## src/rtl/tmr_pkg.sv

```systemverilog
package tmr_pkg;
  localparam int CTRL_W = 8;
  localparam int SRC_W  = 2;
  localparam int PRE_W  = 3;
  localparam int ADDR_W = 3;

  localparam logic [ADDR_W-1:0] ADR_CTRL = 3'd0;
  localparam logic [ADDR_W-1:0] ADR_INTV = 3'd1;
  localparam logic [ADDR_W-1:0] ADR_CUR  = 3'd2;
  localparam logic [ADDR_W-1:0] ADR_IEN  = 3'd3;
  localparam logic [ADDR_W-1:0] ADR_STAT = 3'd4;

  typedef struct packed {
    logic             single;  // bit 7
    logic [PRE_W-1:0] pre;     // bits 6:4
    logic [SRC_W-1:0] src;     // bits 3:2
    logic             reload;  // bit 1
    logic             run;     // bit 0
  } tmr_ctrl_t;
endpackage

```

## src/rtl/tmr_tick_sel.sv

```systemverilog
module tmr_tick_sel #(
  parameter int N_SRC = 3,
  parameter int SEL_W = 2
) (
  input  logic             clk,
  input  logic             rst_n,
  input  logic [N_SRC-1:0] tick_in,
  input  logic [SEL_W-1:0] sel,
  output logic             tick_out
);
  logic [N_SRC-1:0] level_q;
  logic [N_SRC-1:0] rise_q;

  for (genvar g = 0; g < N_SRC; g++) begin : g_src
    always_ff @(posedge clk or negedge rst_n) begin
      if (!rst_n) begin
        level_q[g] <= 1'b0;
        rise_q[g]  <= 1'b0;
      end else begin
        level_q[g] <= tick_in[g];
        rise_q[g]  <= tick_in[g] & ~level_q[g];
      end
    end
  end

  always_comb begin
    tick_out = 1'b0;
    for (int i = 0; i < N_SRC; i++)
      if (sel == SEL_W'(i)) tick_out = rise_q[i];
  end
endmodule

```

## src/rtl/tmr_prescale.sv

```systemverilog
module tmr_prescale #(
  parameter int CODE_W = 3
) (
  input  logic              clk,
  input  logic              rst_n,
  input  logic              tick_in,
  input  logic              restart,
  input  logic [CODE_W-1:0] code,
  output logic              tick_out
);
  localparam int CNT_W = (1 << CODE_W) - 1;

  logic [CNT_W-1:0] cnt_q;
  logic [CNT_W-1:0] limit;

  assign limit    = {CNT_W{1'b1}} >> (CNT_W - int'(code));
  assign tick_out = tick_in && !restart && (cnt_q == limit);

  always_ff @(posedge clk or negedge rst_n) begin
    if (!rst_n)       cnt_q <= '0;
    else if (restart) cnt_q <= '0;
    else if (tick_in) cnt_q <= tick_out ? '0 : cnt_q + 1'b1;
  end
endmodule

```

## src/rtl/tmr_down_core.sv

```systemverilog
module tmr_down_core #(
  parameter int DATA_W = 32
) (
  input  logic              clk,
  input  logic              rst_n,
  input  logic              reload,
  input  logic              step,
  input  logic              single,
  input  logic [DATA_W-1:0] interval,
  output logic [DATA_W-1:0] value,
  output logic              zero_evt
);
  logic at_end;

  assign at_end   = (value <= DATA_W'(1));
  assign zero_evt = step && !reload && at_end;

  always_ff @(posedge clk or negedge rst_n) begin
    if (!rst_n)        value <= '0;
    else if (reload)   value <= interval;
    else if (step) begin
      if (!at_end)     value <= value - 1'b1;
      else if (single) value <= '0;
      else             value <= interval;
    end
  end
endmodule

```

## src/rtl/tick_down_timer.sv

```systemverilog
module tick_down_timer
  import tmr_pkg::*;
#(
  parameter int DATA_W = 32,
  parameter int CH_IDX = 0,
  parameter int N_SRC  = 3
) (
  input  logic              clk,
  input  logic              rst_n,
  input  logic              tick_slow,
  input  logic              tick_fast,
  input  logic              tick_alt,
  input  logic              reg_wr,
  input  logic [2:0]        reg_addr,
  input  logic [DATA_W-1:0] reg_wdata,
  output logic [DATA_W-1:0] reg_rdata,
  output logic              irq
);
  tmr_ctrl_t         ctrl_q;
  tmr_ctrl_t         ctrl_w;
  logic [DATA_W-1:0] intv_q;
  logic [DATA_W-1:0] cur_q;
  logic              ien_q;
  logic              pend_q;
  logic              wr_ctrl, wr_intv, wr_ien, wr_stat;
  logic              restart, src_tick, cnt_tick, zero_evt;

  assign ctrl_w  = tmr_ctrl_t'(reg_wdata[CTRL_W-1:0]);
  assign wr_ctrl = reg_wr && (reg_addr == ADR_CTRL);
  assign wr_intv = reg_wr && (reg_addr == ADR_INTV);
  assign wr_ien  = reg_wr && (reg_addr == ADR_IEN);
  assign wr_stat = reg_wr && (reg_addr == ADR_STAT);
  assign restart = wr_ctrl && ({ctrl_w.pre, ctrl_w.src} != {ctrl_q.pre, ctrl_q.src});

  tmr_tick_sel #(.N_SRC(N_SRC), .SEL_W(SRC_W)) u_sel (
    .clk(clk), .rst_n(rst_n),
    .tick_in({tick_alt, tick_fast, tick_slow}),
    .sel(ctrl_q.src), .tick_out(src_tick)
  );

  tmr_prescale #(.CODE_W(PRE_W)) u_pre (
    .clk(clk), .rst_n(rst_n), .tick_in(src_tick), .restart(restart),
    .code(ctrl_q.pre), .tick_out(cnt_tick)
  );

  tmr_down_core #(.DATA_W(DATA_W)) u_core (
    .clk(clk), .rst_n(rst_n), .reload(ctrl_q.reload),
    .step(cnt_tick && ctrl_q.run), .single(ctrl_q.single),
    .interval(intv_q), .value(cur_q), .zero_evt(zero_evt)
  );

  always_ff @(posedge clk or negedge rst_n) begin
    if (!rst_n) begin
      ctrl_q <= '0;
    end else if (wr_ctrl) begin
      ctrl_q <= ctrl_w;
    end else begin
      if (ctrl_q.reload)             ctrl_q.reload <= 1'b0;
      if (zero_evt && ctrl_q.single) ctrl_q.run    <= 1'b0;
    end
  end

  always_ff @(posedge clk or negedge rst_n) begin
    if (!rst_n) begin
      intv_q <= '0;
      ien_q  <= 1'b0;
      pend_q <= 1'b0;
    end else begin
      if (wr_intv) intv_q <= reg_wdata;
      if (wr_ien)  ien_q  <= reg_wdata[CH_IDX];
      if (zero_evt)                          pend_q <= 1'b1;
      else if (wr_stat && reg_wdata[CH_IDX]) pend_q <= 1'b0;
    end
  end

  always_comb begin
    reg_rdata = '0;
    case (reg_addr)
      ADR_CTRL: reg_rdata[CTRL_W-1:0] = ctrl_q;
      ADR_INTV: reg_rdata = intv_q;
      ADR_CUR:  reg_rdata = cur_q;
      ADR_IEN:  reg_rdata[CH_IDX] = ien_q;
      ADR_STAT: reg_rdata[CH_IDX] = pend_q;
      default:  reg_rdata = '0;
    endcase
  end

  assign irq = pend_q & ien_q;
endmodule

```

## config.mk

```make
export PLATFORM = sky130hd
export DESIGN_NAME = tick_down_timer
export DESIGN_NICKNAME = d
export VERILOG_FILES = /design/src/rtl/tmr_pkg.sv /design/src/rtl/tmr_tick_sel.sv /design/src/rtl/tmr_prescale.sv /design/src/rtl/tmr_down_core.sv /design/src/rtl/tick_down_timer.sv
export SDC_FILE = /design/constraint.sdc
export NUM_CORES = 1
export LEC_CHECK = 0
export BUFFER_PORTS_ARGS = -buffer_cell sky130_fd_sc_hd__buf_2
export CAP_MARGIN = 25
export CORE_ASPECT_RATIO = 1.75
export CORE_MARGIN = 2
export CORE_UTILIZATION = 52
export CTS_BUF_LIST = sky130_fd_sc_hd__clkbuf_16
export CTS_CLUSTER_DIAMETER = 120
export DETAILED_ROUTE_END_ITERATION = 10
export PLACE_DENSITY_LB_ADDON = 0.1
export SLEW_MARGIN = 20
export SYNTH_ARGS = -nofsm -noshare
export SYNTH_HDL_FRONTEND = slang
export SYNTH_SLANG_ARGS = --single-unit
```

## constraint.sdc

```tcl
create_clock -name clk -period 2.3 [get_ports clk]
set_input_delay 0.23 -clock clk [delete_from_list [all_inputs] [get_ports clk]]
set_output_delay 0.23 -clock clk [all_outputs]
set_load 0.05 [all_outputs]
```

==> flow_summary.json, run 1 <==
{
  "portBuffers": 73,
  "numCtsBuffers": 9,
  "vias": 5447,
  "layout_common_cells": "100 x buf_4, 86 x dfrtp_1, 74 x buf_2",
  "worstPathArrival_ns": 2.79,
  "final_common_cell": "buf_4",
  "fin_crit_sh_pct": 109,
  "ant_nets": 0,
  "multi_input_area_um2": 3160,
  "n_fill_cell": 714,
  "grt_max_degree": 67,
  "ios": 74,
  "fin_tns_setup_ns": -2.80,
  "hold_viol": 0,
  "synthFlopType": "dfrtp_1",
  "synth.area.mux_share_pct": 9.32,
  "fmax_mhz": 400,
  "failed_checks": "setup timing",
  "seq_area_frac_synth_pct": 41.9,
  "top_usage_layer": "met2",
  "gp_congestion": 0.943,
  "p_leak_nw": 3.32,
  "cts_buffer_depth": 2,
  "core_area_um2": 9790,
  "htree_levels": 3,
  "cts_root_buf": "clkbuf_16",
  "worstSetupPathType": "reg -> reg",
  "drive_above_1_share_pct": 43.9,
  "cts_tree": "done",
  "tightest_slew_ns": 0.430,
  "crit_path_start_kind": "flip-flop",
  "drtPass1Iterations": 5,
  "rr_worst_depth": 7,
  "ys_seq_elements": 87,
  "yosys.area_share.simple_pct": 19.5,
  "grt_pass1_wl_mm": 26.8,
  "yosys.area.top_type": "dfrtp_1",
  "endpoint_kind": "flip-flop",
  "hpwl_mm": 11.9,
  "met2_usage_pct": 58.2,
  "drc": 0,
  "outcome": "finished with violations",
  "synth_top_family_by_area": "compound AO/OA/AOI/OAI gates",
  "cellPowerDensity_nw_per_um2": 821,
  "antenna_found_initial": 0,
  "relSlewSlack_pct": 71.0,
  "synth_area_leaders": "dfrtp_1 42%, mux2_2 7.2%, a21oi_1 5.6%",
  "drt_iter0_drc": 497,
  "synth_top_cell_area_share_pct": 41.9,
  "post-place-ws_ns": -0.274,
  "ys_warn_count": 0,
  "slowest_delay_ns": 0.56,
  "layout.nets": 799,
  "fin_ws_ns": -0.199,
  "setup_viol": 33,
  "clk_pin_slew_ns": 0.07,
  "diodes": 0,
  "worstPathMaxFanout": 4,
  "yosys.area_share.adder_pct": 0.723,
  "rows": 48,
  "fin_skew_ns": 0.0110,
  "clock_latency_ns": 0.36,
  "synth_area_per_cell_um2": 9.00,
  "syn_nets": 621,
  "period_minus_slack_ns": 2.50,
  "die_area_um2": 10800,
  "whs_ns": 0.0691,
  "via_per_inst": 6.15,
  "met3_usage_pct": 5.18,
  "ir_drop_v": 0.000541,
  "grt_pass1_vias": 5418,
  "async_flop_share_pct": 100,
  "syn_area_um2": 5190,
  "hold_depth": 3,
  "path_cells": "and2b_1 -> a2111o_1 -> o31ai_2 -> or4b_4 -> nor3_4 -> or4b_1 -> nand2_1",
  "die_h_um": 136,
  "synth_cells": 577,
  "maxCapViolations": 0,
  "wl_per_cell_um": 19.9,
  "grt_overflow": 0,
  "synth_xor_area_share_pct": 1.85,
  "regArea_um2": 2180,
  "fin_util_pct": 76.0,
  "wl_mm": 17.6,
  "synth_compound_area_share_pct": 22.3,
  "maxSlewViolCount": 0,
  "crit_slowest_cell": "or4b_4",
  "synth_edf_count": 0,
  "crit_required_ns": 2.59,
  "grtUsageMet1_pct": 34.3,
  "min_path_type": "in -> reg",
  "cts_sinks": 87,
  "rsz0062_at_grt": "true",
  "p_total_w": 0.00611,
  "grt_use_total_pct": 32.3,
  "die_w_um": 79.6,
  "area_growth_pct": 43.2,
  "start_util_pct": 53.1,
  "synth_cell_types": 62
}
[Yosys cell counts, types with 4 or more instances]
cell and count:
a21oi_1 58, and3_1 6, nand3_1 11, o21ai_0 52, o31ai_1 4, xor2_1 8, nor4_1 12, and2_1 7
mux2_2 33, buf_2 5, a22oi_1 4, o22ai_1 6, clkbuf_1 31, nor2_1 41, nand2b_1 8, buf_1 5
or4_1 6, a22o_1 25, a221oi_1 4, o32ai_1 5, dfrtp_1 87, nand2_1 47, nor2b_1 8, inv_1 14
nor3_1 16, or3_1 6, mux2i_1 9
[state kept, by name (all words and copies together), names as in the netlist]
name and flops:
intv_q 32, u_pre.cnt_q 7, ien_q 1, ctrl_q 8
u_sel.rise_q 3, u_sel.level_q 3, u_core.value 32, pend_q 1
[path summary, 6_finish.rpt]
path / start / end / slack, ns
max: ctrl_q[2] / u_core.value[25] / -0.20
min: reg_wdata[12] / intv_q[12] / 0.07
max reg2reg: ctrl_q[2] / u_core.value[25] / -0.20
min reg2reg: u_sel.level_q[1] / u_sel.rise_q[1] / 0.40
max in group asynchronous: rst_n / u_core.value[13] / 1.30
min in group asynchronous: rst_n / intv_q[25] / 0.32
[worst max-delay path: cells and delay by family (launching register included)]
kind             cells  cell delay, ns
AO/OA/AOI/OAI        2            0.63
flip-flops           1            0.37
AND/OR/NAND/NOR      5            1.43
[timing repair]
action                                  in CTS  in global routing
cloned                                       3                  1
endpoints found under the hold margin       24                  0
resized for setup                           69                 67
hold buffers                                 4                  0
setup buffers                                8                 11
pin swaps                                   22                 19
endpoints found under the setup margin      34                 37
[per-stage QoR]
stage               instance area [um2]  instances
floorplan                          5240        577
global placement                   6460        844
detailed placement                 6460        844
CTS                                7120        875
global route                       7440        885
finish                             7440        885
[metal layers]
metal	vias to the layer above	wire length, um
li1	2487	-
met1	2654	6200
met5	-	0
met3	82	806
met2	224	9570
met4	0	1010
[cell type report]
class	instances	share of cell area, %
tap	125	2.10
clock inverter	7	1.30
multi-input combinational	433	42.5
clock buffer	9	3.03
timing repair buffer	209	21.1
inverter	15	0.757
sequential	87	29.3
[cells by family (layout without fill, tap and decap cells)]
kind of cell / count (synthesis) / in the layout
mux: 43 / 43
compound gates: 184 / 184
buf+inv: 57 / 240
fa+ha+maj: 3 / 3
flops: 87 / 87
simple gates: 192 / 192
xor+xnor: 11 / 11
[power breakdown]
part	switching, W	total, W	internal (W)
Sequential	0.000375	0.00227	0.00189
Combinational	0.00123	0.00224	0.00102
Clock	0.000640	0.00159	0.000953
(Power assumes the default switching activity.)
==> run 2, diff against run 1 <==
- PLACE_DENSITY: default -> 0.82
- PLACE_DENSITY_LB_ADDON: 0.1 -> default
==> run 2 against run 1 <==
The run still ends with setup timing left. Via count increased by 4.4%. Clock skew decreased by 0.0056 ns. Maximum frequency decreased by 1.5%. Critical endpoint is now u_core.value[12]. Largest cell class unchanged. First-iteration DRC count increased by 46%. Highest routed layer unchanged. Utilization decreased by 2.4 points. Combinational power increased by 5%. Non-clock buffer count decreased by 4.
==> flow_summary.json, run 2 (same netlist as run 1, synthesis figures left out) <==
{
  "layout.nets": 795,
  "hpwl_mm": 11.6,
  "min_path_type": "in -> reg",
  "worstSetupPathType": "reg -> reg",
  "cellPowerDensity_nw_per_um2": 820,
  "setup_viol": 33,
  "clock_latency_ns": 0.34,
  "crit_required_ns": 2.50,
  "numCtsBuffers": 9,
  "worstPathMaxFanout": 24,
  "cts_tree": "done",
  "start_util_pct": 53.1,
  "drive_above_1_share_pct": 41.9,
  "fin_skew_ns": 0.00547,
  "reg2reg_slack_ns": -0.24,
  "period_minus_slack_ns": 2.54,
  "tightest_slew_ns": 0.502,
  "cts_buffer_depth": 2,
  "grt_pass1_wl_mm": 26.6,
  "fin_crit_sh_pct": 110,
  "ant_nets": 0,
  "area_growth_pct": 38.6,
  "htree_levels": 3,
  "rows": 48,
  "die_w_um": 79.6,
  "drt_iter0_drc": 725,
  "core_area_um2": 9790,
  "diodes": 0,
  "hold_viol": 0,
  "final_common_cell": "buf_4",
  "drtPass1Iterations": 5,
  "ir_drop_v": 0.000606,
  "reg_top3": "intv_q (32), u_core.value (32), ctrl_q (8)",
  "fmax_mhz": 394,
  "relSlewSlack_pct": 66.6,
  "clk_pin_slew_ns": 0.06,
  "n_fill_cell": 620,
  "layout_common_cells": "112 x buf_4, 86 x dfrtp_1, 72 x buf_2",
  "fin_ws_ns": -0.236,
  "endpoint_kind": "flip-flop",
  "vias": 5689,
  "p_leak_nw": 3.23,
  "outcome": "finished with violations",
  "cts_sinks": 87,
  "die_h_um": 136,
  "via_per_inst": 6.46,
  "die_area_um2": 10800,
  "crit_path_start_kind": "flip-flop",
  "wl_per_cell_um": 20.8,
  "ios": 74,
  "failed_checks": "setup timing",
  "rsz0062_at_grt": "true",
  "maxCapViolations": 0,
  "grt_use_total_pct": 31.8,
  "p_total_w": 0.00591,
  "cts_root_buf": "clkbuf_16",
  "drc": 0,
  "portBuffers": 73,
  "gp_congestion": 0.952,
  "grt_overflow": 0,
  "grt_max_degree": 88,
  "fin_tns_setup_ns": -3.40,
  "worstPathArrival_ns": 2.74,
  "grt_pass1_vias": 5584,
  "antenna_found_initial": 0,
  "wl_mm": 18.3,
  "maxSlewViolCount": 0
}
[run 2: cell count changes in the layout (fill, tap and decap cells not counted), moves of 3 or more]
cell / delta
clkinv_2: +3
buf_4: +12
a21oi_1: +6
nor4_2: +3
nor2_1: +3
nand3_2: -3
nand2_1: +3
a21oi_2: -6
buf_8: +3
nand2_4: -3
nand3_1: +3
buf_12: -4
buf_6: -12
[run 2: metrics by stage]
| step | cells | util (%) | setup WS [ns] | hold slack, ns | instance area (um2) |
|---|---|---|---|---|---|
| finish | 880 | 73.6 | -0.236 | 0.00415 | 7200 |
| global route | 880 | 73.6 | -0.420 | 0.00536 | 7200 |
| CTS | 863 | 70.0 | -0.120 | 0.000933 | 6850 |
| detailed placement | 839 | 65.6 | -0.229 | 0.309 | 6420 |
| global placement | 839 | 65.6 | -0.204 | 0.300 | 6420 |
| floorplan | 577 | - | -0.162 | -0.0656 | 5240 |
[run 2: per-layer routing]
metal  vias up  track usage [%]  part of all wire [%]
li1       2479                -                     -
met1      2759             32.7                    34
met2       325             56.5                    53
met3       126             5.51                   5.9
met4         0             23.5                   7.3
met5         -                0                     0
[run 2: final timing paths]
check / start / end / cells after the start
worst max-delay path: u_core.value[8] / u_core.value[12] / 9
worst min-delay path: tick_slow / u_sel.level_q[0] / 1
worst max register to register: u_core.value[8] / u_core.value[12] / 9
worst min register to register: u_sel.level_q[0] / u_sel.rise_q[0] / 1
max in group asynchronous: rst_n / ctrl_q[6] / 3
min in group asynchronous: rst_n / ien_q / 3
[run 2: report_power, final]
part | switching [W] | internal (W) | leakage (nW)
registers | 0.000366 | 0.00189 | 1.06
clock network | 0.000586 | 0.000712 | 0.130
logic | 0.00129 | 0.00106 | 2.04
[run 2: repair_timing]
action | CTS | global route
hold buffers | 3 | 0
setup buffers | 5 | 19
endpoints found under the setup margin | 33 | 38
hold endpoints to repair | 89 | 0
gates cloned | 1 | 1
resized for setup | 29 | 79
pin swaps | 9 | 16
[run 2: worst max-delay path: stages, from the launching register on]
cell	delay [ns]
dfrtp_1	0.38
or4_4	0.58
buf_6	0.14
nor4_4	0.20
nand4_1	0.20
buf_6	0.24
o21ai_1	0.12
nand2_1	0.11
a221oi_2	0.33
a21oi_1	0.09
[run 2: cell type report]
cell class | count | area (um2) | share of cell area (%)
clock buffers | 9 | 225 | 3.13
clock inverters | 6 | 30.0 | 0.417
repair buffers | 205 | 1470 | 20.4
flip-flops and latches | 87 | 2180 | 30.2
inverters | 15 | 56.3 | 0.782
well taps | 125 | 156 | 2.17
multi-input cells | 433 | 3090 | 42.9
==> run 3, diff against run 2 <==
- CORE_UTILIZATION: 52 -> 40
- PLACE_DENSITY: 0.82 -> 0.67
==> run 3 against run 2 <==
Clock power increased by 14%. Critical endpoint is now u_core.value[30]. Clock skew increased by 0.0072 ns. Die area up 29%. Largest power group unchanged. Setup slack improved by 0.11 ns. Critical path depth up 2. Maximum frequency grew 4.5%. First-iteration DRC count decreased by 58%. The run still ends with setup timing left. Global-route usage down 7.2 points. Combinational power is 3% lower. Sequential share of layout area decreased by 0.67 points. Critical path type unchanged. Via count down 5.8%. Clock-buffer cell count unchanged.
==> flow_summary.json, run 3 (same netlist as run 1, synthesis figures left out) <==
{
  "die_area_um2": 14000,
  "layout_common_cells": "109 x buf_4, 85 x dfrtp_1, 75 x buf_2",
  "worstPathArrival_ns": 2.66,
  "stdcell_count": 928,
  "core_area_um2": 12800,
  "cts_root_buf": "clkbuf_16",
  "numCtsBuffers": 9,
  "die_h_um": 155,
  "die_w_um": 90.1,
  "wl_per_cell_um": 18.7,
  "rr_worst_depth": 11,
  "final_common_cell": "buf_4",
  "drc": 0,
  "cts_tree": "done",
  "fin_skew_ns": 0.0127,
  "place_inst": 890,
  "vias": 5360,
  "drt_iter0_drc": 301,
  "cellPowerDensity_nw_per_um2": 816,
  "reg_top3": "intv_q (32), u_core.value (32), ctrl_q (8)",
  "drive_above_1_share_pct": 41.6,
  "cts_sinks": 87,
  "hold_end": "intv_q[12]",
  "p_total_w": 0.00601,
  "fin_crit_sh_pct": 105,
  "p_leak_nw": 3.29,
  "worstPathMaxFanout": 8,
  "grt_use_total_pct": 24.6,
  "area_growth_pct": 41.8,
  "rows": 55,
  "via_per_inst": 5.78,
  "grt_overflow": 0,
  "drtPass1Iterations": 5,
  "ir_drop_v": 0.000409,
  "crit_path_start_kind": "flip-flop",
  "layout.nets": 796,
  "maxSlewViolCount": 0,
  "wl_mm": 17.3,
  "hold_viol": 0,
  "gp_congestion": 0.934,
  "ant_nets": 0,
  "grt_pass1_vias": 5600,
  "min_path_type": "in -> reg",
  "worstSetupPathType": "reg -> reg",
  "failed_checks": "setup timing",
  "rsz0062_at_grt": "true",
  "grt_pass1_wl_mm": 27.6,
  "endpoint_kind": "flip-flop",
  "crit_required_ns": 2.53,
  "clk_pin_slew_ns": 0.06,
  "grt_max_degree": 52,
  "cts_buffer_depth": 2,
  "portBuffers": 73,
  "reg2reg_slack_ns": -0.13,
  "hold_depth": 3,
  "outcome": "finished with violations",
  "start_util_pct": 40.6,
  "fmax_mhz": 412,
  "clock_latency_ns": 0.36,
  "post-place-ws_ns": -0.309,
  "maxCapViolations": 0,
  "tightest_slew_ns": 0.707,
  "diodes": 0,
  "setup_viol": 28,
  "antenna_found_initial": 0,
  "htree_levels": 3,
  "period_minus_slack_ns": 2.43,
  "fin_ws_ns": -0.126,
  "worstHoldStart": "reg_wdata[12]",
  "fin_tns_setup_ns": -1.71,
  "relSlewSlack_pct": 52.9,
  "ios": 74,
  "whs_ns": 0.0879,
  "worstReg2RegStart": "ctrl_q[6]",
  "r2r_end": "u_core.value[30]",
  "hpwl_mm": 12.3
}
-- run 3: cell types whose count changed in the layout (fill, tap and decap cells not counted), sizes merged --
cell	change
buf	-1
bufinv	+1
clkbuf	+1
clkinv	-2
clkinvlp	+1
dlygate4sd3	+1
inv	+1
-- run 3: area by class of cell --
cell class	count	area [um2]
Tap cell	171	214
Inverter	15	56.3
Clock buffer	9	225
Timing Repair Buffer	206	1500
Sequential cell	87	2180
Fill cell	1155	5430
Clock inverter	7	66.3
Multi-Input combinational cell	433	3120
-- run 3: how the worst max path moves through the flow --
stage | start | endpoint | cells after the start
6_report | ctrl_q[6] | u_core.value[30] | 11
3_3_place_gp | ctrl_q[6] | u_core.value[22] | 8
3_5_place_dp | ctrl_q[6] | u_core.value[20] | 8
5_1_grt | ctrl_q[6] | u_core.value[25] | 7
4_1_cts | ctrl_q[6] | u_core.value[25] | 7
2_1_floorplan | ctrl_q[6] | u_core.value[25] | 8
-- run 3: timing repair --
item / 4_1_cts / 5_1_grt
gates resized for setup: 29 / 68
gates cloned: 3 / 1
buffers inserted: 8 / 6
hold endpoints to repair: 53 / 0
setup endpoints to repair: 34 / 34
pin swaps: 10 / 24
hold buffers: 4 / 0
-- run 3: critical path, stage by stage, from the launching register on --
cell     delay (ns)
dfrtp_2        0.45
buf_4          0.17
xor2_1         0.15
o32ai_1        0.09
o22ai_1        0.22
buf_4          0.17
nor4b_4        0.04
buf_4          0.17
buf_12         0.14
a21o_1         0.20
buf_12         0.15
a221o_1        0.34
-- run 3: metal layers --
metal	routed length, um	GRT usage, %	vias to the layer above
li1	-	-	2478
met1	6310	25.3	2613
met2	9500	46.7	194
met3	731	4.24	75
met4	781	13.3	0
met5	0	0	-
-- run 3: report_power, final --
group,internal [W],switching (W)
logic,0.00104,0.00123
registers,0.00190,0.000369
clock network,0.000834,0.000641
-- run 3: stage by stage --
stage,instance area [um2],utilization [%]
6_report,7370,57.6
5_1_grt,7370,57.6
4_1_cts,7060,55.1
3_5_place_dp,6530,51.0
3_3_place_gp,6530,51.0
2_1_floorplan,5240,-
